File: src/rtl/stor_regs_pkg.sv
package stor_regs_pkg;
  localparam logic [7:0] OFF_CAP_LO = 8'h00;
  localparam logic [7:0] OFF_CAP_HI = 8'h04;
  localparam logic [7:0] OFF_VER    = 8'h08;
  localparam logic [7:0] OFF_IMSET  = 8'h0C;
  localparam logic [7:0] OFF_IMCLR  = 8'h10;
  localparam logic [7:0] OFF_CFG    = 8'h14;
  localparam logic [7:0] OFF_STAT   = 8'h1C;
  localparam logic [7:0] OFF_SSRST  = 8'h20;
  localparam logic [7:0] OFF_AQATTR = 8'h24;
  localparam logic [7:0] OFF_SQB_LO = 8'h28;
  localparam logic [7:0] OFF_SQB_HI = 8'h2C;
  localparam logic [7:0] OFF_CQB_LO = 8'h30;
  localparam logic [7:0] OFF_CQB_HI = 8'h34;

  localparam logic [31:0] SSRST_KEY = 32'h4E56_4D65;
  localparam logic [31:0] CFG_WMASK = 32'h00FF_FFF1;
  localparam logic [31:0] AQ_WMASK  = 32'h0FFF_0FFF;
  localparam int unsigned DB_BASE   = 32'h1000;
  localparam int unsigned QPTR_W    = 16;

  localparam logic [1:0] SHN_NORMAL = 2'd1;
  localparam logic [1:0] SHN_ABRUPT = 2'd2;

  typedef enum logic [1:0] {
    SHD_IDLE = 2'd0,
    SHD_BUSY = 2'd1,
    SHD_DONE = 2'd2
  } shd_state_e;
endpackage

File: src/rtl/stor_cfg_regs.sv
module stor_cfg_regs
  import stor_regs_pkg::*;
#(
  parameter int RDY_DELAY = 4,
  localparam int CNT_W = $clog2(RDY_DELAY + 1)
) (
  input  logic        clk,
  input  logic        rst,
  input  logic        wr,
  input  logic [7:0]  addr,
  input  logic [31:0] wdata,
  input  logic        shdn_done,
  output logic [31:0] cc_q,
  output logic        ready,
  output logic [1:0]  shst,
  output logic [1:0]  shn_kind,
  output logic        nssro,
  output logic        ssrst_pulse,
  output logic [31:0] imask,
  output logic [31:0] aqa,
  output logic [63:0] asq,
  output logic [63:0] acq
);
  logic [CNT_W-1:0] rdy_cnt;
  shd_state_e       shd_q;
  logic [1:0]       shn_w;

  wire w_cfg   = wr && (addr == OFF_CFG);
  wire w_stat  = wr && (addr == OFF_STAT);
  wire w_ss    = wr && (addr == OFF_SSRST);
  wire w_ims   = wr && (addr == OFF_IMSET);
  wire w_imc   = wr && (addr == OFF_IMCLR);
  wire key_hit = w_ss && (wdata == SSRST_KEY);

  assign shn_w = wdata[15:14];
  assign shst  = shd_q;

  always_ff @(posedge clk) begin
    if (rst) begin
      cc_q        <= '0;
      imask       <= '0;
      aqa         <= '0;
      asq         <= '0;
      acq         <= '0;
      nssro       <= 1'b0;
      ssrst_pulse <= 1'b0;
    end else begin
      ssrst_pulse <= key_hit;
      if (key_hit)                nssro <= 1'b1;
      else if (w_stat && wdata[4]) nssro <= 1'b0;
      if (w_cfg) cc_q <= wdata & CFG_WMASK;
      if (w_ims)      imask <= imask | wdata;
      else if (w_imc) imask <= imask & ~wdata;
      if (wr && addr == OFF_AQATTR) aqa <= wdata & AQ_WMASK;
      if (wr && addr == OFF_SQB_LO) asq[31:0]  <= {wdata[31:12], 12'h000};
      if (wr && addr == OFF_SQB_HI) asq[63:32] <= wdata;
      if (wr && addr == OFF_CQB_LO) acq[31:0]  <= {wdata[31:12], 12'h000};
      if (wr && addr == OFF_CQB_HI) acq[63:32] <= wdata;
    end
  end

  // enable -> ready delay counter
  always_ff @(posedge clk) begin
    if (rst || !cc_q[0]) begin
      rdy_cnt <= '0;
      ready   <= 1'b0;
    end else if (!ready) begin
      if (rdy_cnt == CNT_W'(RDY_DELAY - 1)) ready <= 1'b1;
      else                                  rdy_cnt <= rdy_cnt + 1'b1;
    end
  end

  // shutdown notification handshake
  always_ff @(posedge clk) begin
    if (rst) begin
      shd_q    <= SHD_IDLE;
      shn_kind <= 2'd0;
    end else if (w_cfg && !wdata[0]) begin
      shd_q <= SHD_IDLE;
    end else if (w_cfg && (shn_w == SHN_NORMAL || shn_w == SHN_ABRUPT) && shd_q == SHD_IDLE) begin
      shd_q    <= SHD_BUSY;
      shn_kind <= shn_w;
    end else if (!cc_q[0]) begin
      shd_q <= SHD_IDLE;
    end else if (shd_q == SHD_BUSY && shdn_done) begin
      shd_q <= SHD_DONE;
    end
  end
endmodule

File: src/rtl/stor_db_bank.sv
module stor_db_bank
  import stor_regs_pkg::*;
#(
  parameter int NUM_QP = 4,
  parameter int DSTRD  = 0,
  parameter int ADDR_W = 16,
  localparam int SLOT_SH = 2 + DSTRD
) (
  input  logic                     clk,
  input  logic                     rst,
  input  logic                     wr,
  input  logic                     hit,
  input  logic [ADDR_W-1:0]        addr,
  input  logic [QPTR_W-1:0]        wdata,
  output logic [NUM_QP*QPTR_W-1:0] sq_tail,
  output logic [NUM_QP*QPTR_W-1:0] cq_head,
  output logic                     db_err
);
  logic [ADDR_W-1:0] off, slot, qid;
  logic              is_cq, in_range;

  always_comb begin
    off      = addr - ADDR_W'(DB_BASE);
    slot     = off >> SLOT_SH;
    qid      = slot >> 1;
    is_cq    = slot[0];
    in_range = qid < ADDR_W'(NUM_QP);
  end

  always_ff @(posedge clk) begin
    if (rst) db_err <= 1'b0;
    else     db_err <= wr && hit && !in_range;
  end

  for (genvar g = 0; g < NUM_QP; g++) begin : g_qp
    logic [QPTR_W-1:0] sq_r, cq_r;
    wire sel = wr && hit && in_range && (qid == ADDR_W'(g));
    always_ff @(posedge clk) begin
      if (rst) begin
        sq_r <= '0;
        cq_r <= '0;
      end else if (sel) begin
        if (is_cq) cq_r <= wdata;
        else       sq_r <= wdata;
      end
    end
    assign sq_tail[g*QPTR_W +: QPTR_W] = sq_r;
    assign cq_head[g*QPTR_W +: QPTR_W] = cq_r;
  end
endmodule

File: src/rtl/stor_ctrl_regs.sv
module stor_ctrl_regs
  import stor_regs_pkg::*;
#(
  parameter int          NUM_QP    = 4,
  parameter int          DSTRD     = 0,
  parameter int          RDY_DELAY = 4,
  parameter int          ADDR_W    = 16,
  parameter logic [15:0] MQES      = 16'd1023,
  parameter logic [7:0]  TMO       = 8'd20,
  parameter logic [31:0] VERSION   = 32'h0001_0400
) (
  input  logic                     clk,
  input  logic                     rst,
  input  logic                     bus_wr,
  input  logic                     bus_rd,
  input  logic [ADDR_W-1:0]        bus_addr,
  input  logic [31:0]              bus_wdata,
  output logic [31:0]              bus_rdata,
  input  logic                     fatal_in,
  input  logic                     paused_in,
  input  logic                     shdn_done,
  output logic                     ctrl_en,
  output logic                     ctrl_ready,
  output logic [1:0]               shdn_status,
  output logic                     shdn_normal,
  output logic                     shdn_abrupt,
  output logic                     subsys_reset,
  output logic [31:0]              cfg_word,
  output logic [31:0]              int_mask,
  output logic [11:0]              aq_sq_size,
  output logic [11:0]              aq_cq_size,
  output logic [63:0]              asq_base,
  output logic [63:0]              acq_base,
  output logic [NUM_QP*QPTR_W-1:0] sq_tail,
  output logic [NUM_QP*QPTR_W-1:0] cq_head,
  output logic                     db_err
);
  localparam logic [63:0] CAP_VAL = 64'(MQES) | (64'd1 << 16) | (64'(TMO) << 24)
                                  | (64'(DSTRD & 15) << 32) | (64'd1 << 37);

  logic [1:0]  shn_kind;
  logic        nssro;
  logic [31:0] aqa, stat_w;

  wire ctl_hit = (bus_addr[ADDR_W-1:8] == '0);
  wire db_hit  = (bus_addr >= ADDR_W'(DB_BASE));

  stor_cfg_regs #(.RDY_DELAY(RDY_DELAY)) u_cfg (
    .clk(clk), .rst(rst), .wr(bus_wr && ctl_hit), .addr(bus_addr[7:0]),
    .wdata(bus_wdata), .shdn_done(shdn_done), .cc_q(cfg_word),
    .ready(ctrl_ready), .shst(shdn_status), .shn_kind(shn_kind),
    .nssro(nssro), .ssrst_pulse(subsys_reset), .imask(int_mask),
    .aqa(aqa), .asq(asq_base), .acq(acq_base)
  );

  stor_db_bank #(.NUM_QP(NUM_QP), .DSTRD(DSTRD), .ADDR_W(ADDR_W)) u_db (
    .clk(clk), .rst(rst), .wr(bus_wr), .hit(db_hit), .addr(bus_addr),
    .wdata(bus_wdata[QPTR_W-1:0]), .sq_tail(sq_tail), .cq_head(cq_head),
    .db_err(db_err)
  );

  assign ctrl_en     = cfg_word[0];
  assign aq_sq_size  = aqa[11:0];
  assign aq_cq_size  = aqa[27:16];
  assign shdn_normal = (shdn_status == SHD_BUSY) && (shn_kind == SHN_NORMAL);
  assign shdn_abrupt = (shdn_status == SHD_BUSY) && (shn_kind == SHN_ABRUPT);
  assign stat_w      = {26'd0, paused_in, nssro, shdn_status, fatal_in, ctrl_ready};

  always_ff @(posedge clk) begin
    if (rst) begin
      bus_rdata <= '0;
    end else if (bus_rd) begin
      bus_rdata <= '0;
      if (ctl_hit) begin
        case (bus_addr[7:0])
          OFF_CAP_LO:           bus_rdata <= CAP_VAL[31:0];
          OFF_CAP_HI:           bus_rdata <= CAP_VAL[63:32];
          OFF_VER:              bus_rdata <= VERSION;
          OFF_IMSET, OFF_IMCLR: bus_rdata <= int_mask;
          OFF_CFG:              bus_rdata <= cfg_word;
          OFF_STAT:             bus_rdata <= stat_w;
          OFF_AQATTR:           bus_rdata <= aqa;
          OFF_SQB_LO:           bus_rdata <= asq_base[31:0];
          OFF_SQB_HI:           bus_rdata <= asq_base[63:32];
          OFF_CQB_LO:           bus_rdata <= acq_base[31:0];
          OFF_CQB_HI:           bus_rdata <= acq_base[63:32];
          default:              bus_rdata <= '0;
        endcase
      end
    end
  end
endmodule

File: config.mk
export PLATFORM = sky130hd
export DESIGN_NAME = stor_ctrl_regs
export DESIGN_NICKNAME = d
export VERILOG_FILES = /design/src/rtl/stor_regs_pkg.sv /design/src/rtl/stor_cfg_regs.sv /design/src/rtl/stor_db_bank.sv /design/src/rtl/stor_ctrl_regs.sv
export SDC_FILE = /design/constraint.sdc
export NUM_CORES = 1
export LEC_CHECK = 0
export ABC_AREA = 1
export BUFFER_PORTS_ARGS = -buffer_cell sky130_fd_sc_hd__buf_2
export CAP_MARGIN = 10
export CORE_ASPECT_RATIO = 1.4
export CORE_UTILIZATION = 50
export CTS_BUF_LIST = sky130_fd_sc_hd__clkbuf_16
export DETAILED_ROUTE_END_ITERATION = 10
export GPL_TIMING_DRIVEN = 0
export PLACE_DENSITY = 0.75
export SYNTH_ARGS = -nofsm -noshare
export SYNTH_HDL_FRONTEND = slang
export SYNTH_HIERARCHICAL = 1
export SYNTH_SLANG_ARGS = --single-unit
export TNS_END_PERCENT = 20
File: constraint.sdc
create_clock -name clk -period 3.1 [get_ports clk]
set_input_delay 0.155 -clock clk [delete_from_list [all_inputs] [get_ports clk]]
set_output_delay 0.155 -clock clk [all_outputs]
set_load 0.005 [all_outputs]
Word-level counts from Yosys, hierarchy flattened
Index checks and enable logic that the tools add are counted.
- register bits: 352
- latch bits: 0
- bits in writable memories: 0
- bits in read-only memories: 0
- bits of input ports: 55
- memories: 0
- add/sub/neg operators: 2
- $mul: 0
- div/mod/pow operators: 0
- $lt $le $gt $ge: 2
- eq/ne operators: 23
- shift operators: 0
- mux-type cells: 11
- bitwise gates (word level): 8
- reductions and logical operators: 50
- operator list (kind ; number):
    32-bit one-hot mux with 11 select lines ; 1
    32-bit two-way mux ; 3
    8-bit by 6-bit equality test with 1-bit output, second input constant ; 6
    32-bit bitwise AND ; 1
    32-bit by 31-bit equality test with 1-bit output, second input constant ; 1
    32-bit inverter ; 1
    32-bit bitwise OR ; 1
    13-bit by 2-bit equality test with 1-bit output, second input constant ; 2
    1-bit logical AND ; 26
    8-bit by 5-bit equality test with 1-bit output, second input constant ; 3
    2-bit AND reduction ; 10
    8-bit by 4-bit equality test with 1-bit output, second input constant ; 2
    16-bit by 13-bit greater-or-equal comparator with 1-bit output, second input constant ; 1
    16-bit logical NOT ; 1
    8-bit logical NOT ; 2
    16-bit by 13-bit subtractor with 16-bit output, second input constant ; 1
    13-bit by 1-bit equality test with 1-bit output, second input constant ; 1
    13-bit by 3-bit < comparator with 1-bit output, second input constant ; 1
    8-bit by 3-bit equality test with 1-bit output, second input constant ; 1
    1-bit two-way mux ; 7
    2-bit by 1-bit equality test with 1-bit output, second input constant ; 3
    1-bit inverter ; 5
    2-bit equality test, second input constant ; 2
    2-bit nonzero test ; 2
    other kinds (8) ; 12

Logic depth before layout (Yosys ltp)
- depth after elaboration: 6
- gate-level depth with buffers: 14
- mapped depth without buffers: 13

Cells and area by module
Netlist, hierarchy kept.
- modules (own cells, without submodules) (module ; times used ; cells an instance ; area an instance (µm²) ; sequential area each (µm²)):
    stor_cfg_regs ; 1 ; 960 ; 7369.6 ; 3823.7
    stor_db_bank ; 1 ; 1039 ; 6756.5 ; 2582.5
    stor_ctrl_regs ; 1 ; 641 ; 3398.3 ; 640.6

Least setup slack after synthesis
OpenSTA, ideal clock, no wires.
- kind: input to register
- from: in bus_addr[13]
- to: reg u_db.g_qp[2].cq_r[0]
- library setup time: 0.110 ns
- data arrival time: 1.532 ns
- data required time: 2.990 ns
- setup slack: 1.458 ns
- stages: 12
- cell sequence: inv_1 ha_1 inv_2 nand2_1 nand3_1 nor2_1 nand2_2 nor2_4 clkbuf_1 nand4_1 nand2_1 nor2_1
- word-level cells in the longest chain between the ends: 5
- ends and longest elaborated chain (element ; RTL line ; source):
    start: declaration ; stor_ctrl_regs.sv:16 ; input logic [ADDR_W-1:0] bus_addr,
    16-bit by 13-bit subtractor with 16-bit output or 16-bit by 13-bit greater-or-equal comparator with 1-bit output (tied branches) ; stor_db_bank.sv:23, stor_ctrl_regs.sv:46 ;
    13-bit by 3-bit < comparator with 1-bit output or 1-bit logical AND (tied branches) ; stor_db_bank.sv:27, stor_db_bank.sv:37 ;
    1-bit logical AND ; stor_db_bank.sv:37 ; wire sel = wr && hit && in_range && (qid == ADDR_W'(g));
    1-bit logical AND (*) ; stor_db_bank.sv:37 ;
    2-bit AND reduction (no line) (*) ; -- ;
    end signal: assignment ; stor_db_bank.sv:43 ; if (is_cq) cq_r <= wdata;
    end: declaration ; stor_db_bank.sv:36 ; logic [QPTR_W-1:0] sq_r, cq_r;
Every way passes the cells marked *; elsewhere a longest branch is shown, timed or not.
A chain may end at the register's enable or synchronous reset.

==> reports/qor.txt <==
outcome: finished clean
CTS resizes: 0
cts bufs inserted: 36
Clock Skews: 0.0110 ns
peak supply drop: 0.380 mV
CP Launch Type: primary input
maxcap violations: 0
WL final: 80900 um
vias in the first global route: 18600
CTS Root Buffer Type: clkbuf_16
initial antenna violation count: 6
Via Count: 20100
share of layout cells above drive strength 1: 21.2%
post-route ant nets: 0
Slew @ Worst Pin: 1.25 ns
vias per cell: 5.56
First-pass DRT Iterations: 6
Most used DFF post-synth: dfxtp_1
post-synthesis compound-gate area fraction: 8.19%
worst path cell trace: dlygate4sd3_1, buf_2, clkbuf_1, inv_1, buf_2, clkbuf_1, o21ai_0, nor2_1
Die Height: 224 um
port buffer count: 397
CP Max Fanout: 10
final setup fails: 0
Slew headroom: 16.3%
GR Overflow Total: 0
Distinct cells, synth: 34
Synth area leaders: dfxtp_1 (40%), nand2_1 (11%), nor2_1 (8.7%)
Die Area: 35800 um^2
largest family of logic cells by synthesized area: simple AND/OR/NAND/NOR gates
first-pass GRT wire length: 115000 um
min Tclk post-route: 2.42 ns
period utilization: 77.9%
final core occ: 63.0%
Synth Area in Adders: 0.428%
P per Cell Area: 449 nW/um^2
gpl congestion: 1.00
I/O pin cnt: 439
worst stage delay on the critical path: 0.66 ns
largest net degree at the start of global routing: 15
synth-to-layout area growth: 23.5%
Worst setup EP type: register
Worst path slowest cell: clkbuf_1
TNS Setup: 0 ns
Cells after Synth: 2640
Final Max Tran Viols: 0
Post-Synth XOR/XNOR Area: 0%
width of the die: 160 um
syn avg cell area: 6.64 um^2
core box area: 34300 um^2
Detail Placement HPWL: 61300 um
Max Root-Sink Buffers: 3
FFs w/ async S/R, synth: 0%
Avg WL per Cell: 22.3 um
Clk pin slew, worst setup/hold paths: 0.06 ns
RSZ-0062 raised after global routing: no
Crit Path Category: primary input to register
clk_lat worst skew: 0.55 ns
fraction of synthesized area in multiplexers: 0%
gr usage total: 43.7%
CP required: 3.58 ns
H-tree depth: 2
# DRC: 0
static leakage: 11.1 nW
Fmax: 414 MHz
Yosys top cell by area: dfxtp_1
Min-Delay Path Class: primary input to register
count leader, synth: nand2_1
Crit path arrival time: 2.89 ns
num rows: 80
share of the synthesized area in the top cell type: 40.2%
Simple-Gate Fraction of Synth Area: 36.9%
Design Power: 9.71 mW
Commonest cells post-synth: nand2_1 (528), nor2_1 (405), dfxtp_1 (352)
yosys warns: 6
Post-synth EDFFs: 0
Initial Util: 51.0%
Nets: 3199
final hold vios: 0
Mapped Area: 17500 um^2
post-synthesis register bit count: 352
Starting DRT DRC Count: 2430
CTS Sinks: 352
register area share after synthesis: 40.2%
CTS tree: done
-- state kept, by name, summed over array words and instances, names as in the netlist, named ones only --
name and count:
u_cfg/ssrst_pulse 1, u_db/db_err 1, u_cfg/acq 52, u_cfg/asq 52, u_db/g_qp.sq_r 64, u_cfg/shst 2, u_cfg/ready 1, u_cfg/shn_kind 2
u_cfg/cc_q 21, u_cfg/nssro 1, u_db/g_qp.cq_r 64, u_cfg/aqa 24, u_cfg/rdy_cnt 3, bus_rdata 32
-- worst max-delay path, delay by kind of cell --
family / cells / cell delay (ns)
buffers and inverters: 6 / 2.34
AOI/OAI and AO/OA: 1 / 0.25
and+or+nand+nor: 1 / 0.13
-- through the flow --
stage               worst slack (ns)  instance area, um^2  hold WS (ns)  instances
finish                         0.684                21600        0.0337       3621
global route                   0.743                21600        0.0256       3619
CTS                            0.860                21600      0.000513       3612
detailed placement             0.644                20200         0.455       3530
global placement               0.707                20200         0.456       3530
floorplan                       1.46                17700         0.224       2682
-- what timing repair did --
item | 4_1_cts | 5_1_grt
hold buffers | 19 | 2
endpoints found under the hold margin | 39 | 2
setup buffers | 0 | 0
-- final timing paths --
kind	startpoint	endpoint	slack (ns)	cells after the start
worst max-delay path	rst	u_cfg/asq[49]$_SDFFE_PP0P_	0.68	8
worst max register to register	u_cfg/shst[1]$_SDFFE_PP0P_	bus_rdata[3]$_SDFFE_PP0P_	1.10	7
worst min register to register	bus_rdata[4]$_SDFFE_PP0P_	bus_rdata[4]$_SDFFE_PP0P_	0.46	2
worst min-delay path	bus_wdata[19]	u_cfg/asq[19]$_SDFFE_PP0P_	0.03	3
-- final cells by class --
type                    count  area [um^2]
multi-input cells        1769         8140
well taps                 451          564
flip-flops and latches    352         7050
fillers                  3292        12700
diodes                      7         17.5
plain buffers             226         1240
inverters                 335         1260
repair buffers            418         2200
clock inverters            26          255
clock buffers              37          926
-- routing by layer --
metal	routed length, um	track usage [%]	vias up
met5	12	0	-
met4	8430	40.8	2
met3	8360	10.1	348
met2	37200	72.0	1394
met1	27000	46.0	9100
li1	-	-	9278
-- kinds of logic (layout without fill, tap and decap cells) --
logic type / Yosys count / in the layout
simple gates: 1436 / 1436
buf+inv: 561 / 1042
flops: 352 / 352
compound gates: 284 / 284
fa+ha+maj: 6 / 6
other cells: 1 / 50
-- placed cells by master, fill, tap and decap left out, drive strengths merged, types with 39 or more instances in the layout --
| cell type | Yosys | layout |
|---|---|---|
| nand2 | 571 | 571 |
| clkbuf | 65 | 102 |
| nand4 | 140 | 140 |
| o21ai | 151 | 151 |
| dfxtp | 352 | 352 |
| nor3 | 39 | 39 |
| nor2 | 422 | 422 |
| inv | 334 | 341 |
| buf | 161 | 558 |
| conb | 1 | 43 |
| nand3 | 262 | 262 |
| a21oi | 129 | 129 |
-- report_power, final --
| part | switching, mW | internal (mW) | total [mW] |
|---|---|---|---|
| Combinational | 0.508 | 0.162 | 0.670 |
| Sequential | 0.000162 | 4.52 | 4.52 |
| Clock | 1.93 | 2.59 | 4.52 |
| Total | 2.43 | 7.27 | 9.71 |
No activity file was read; power rests on OpenSTA's default activity.
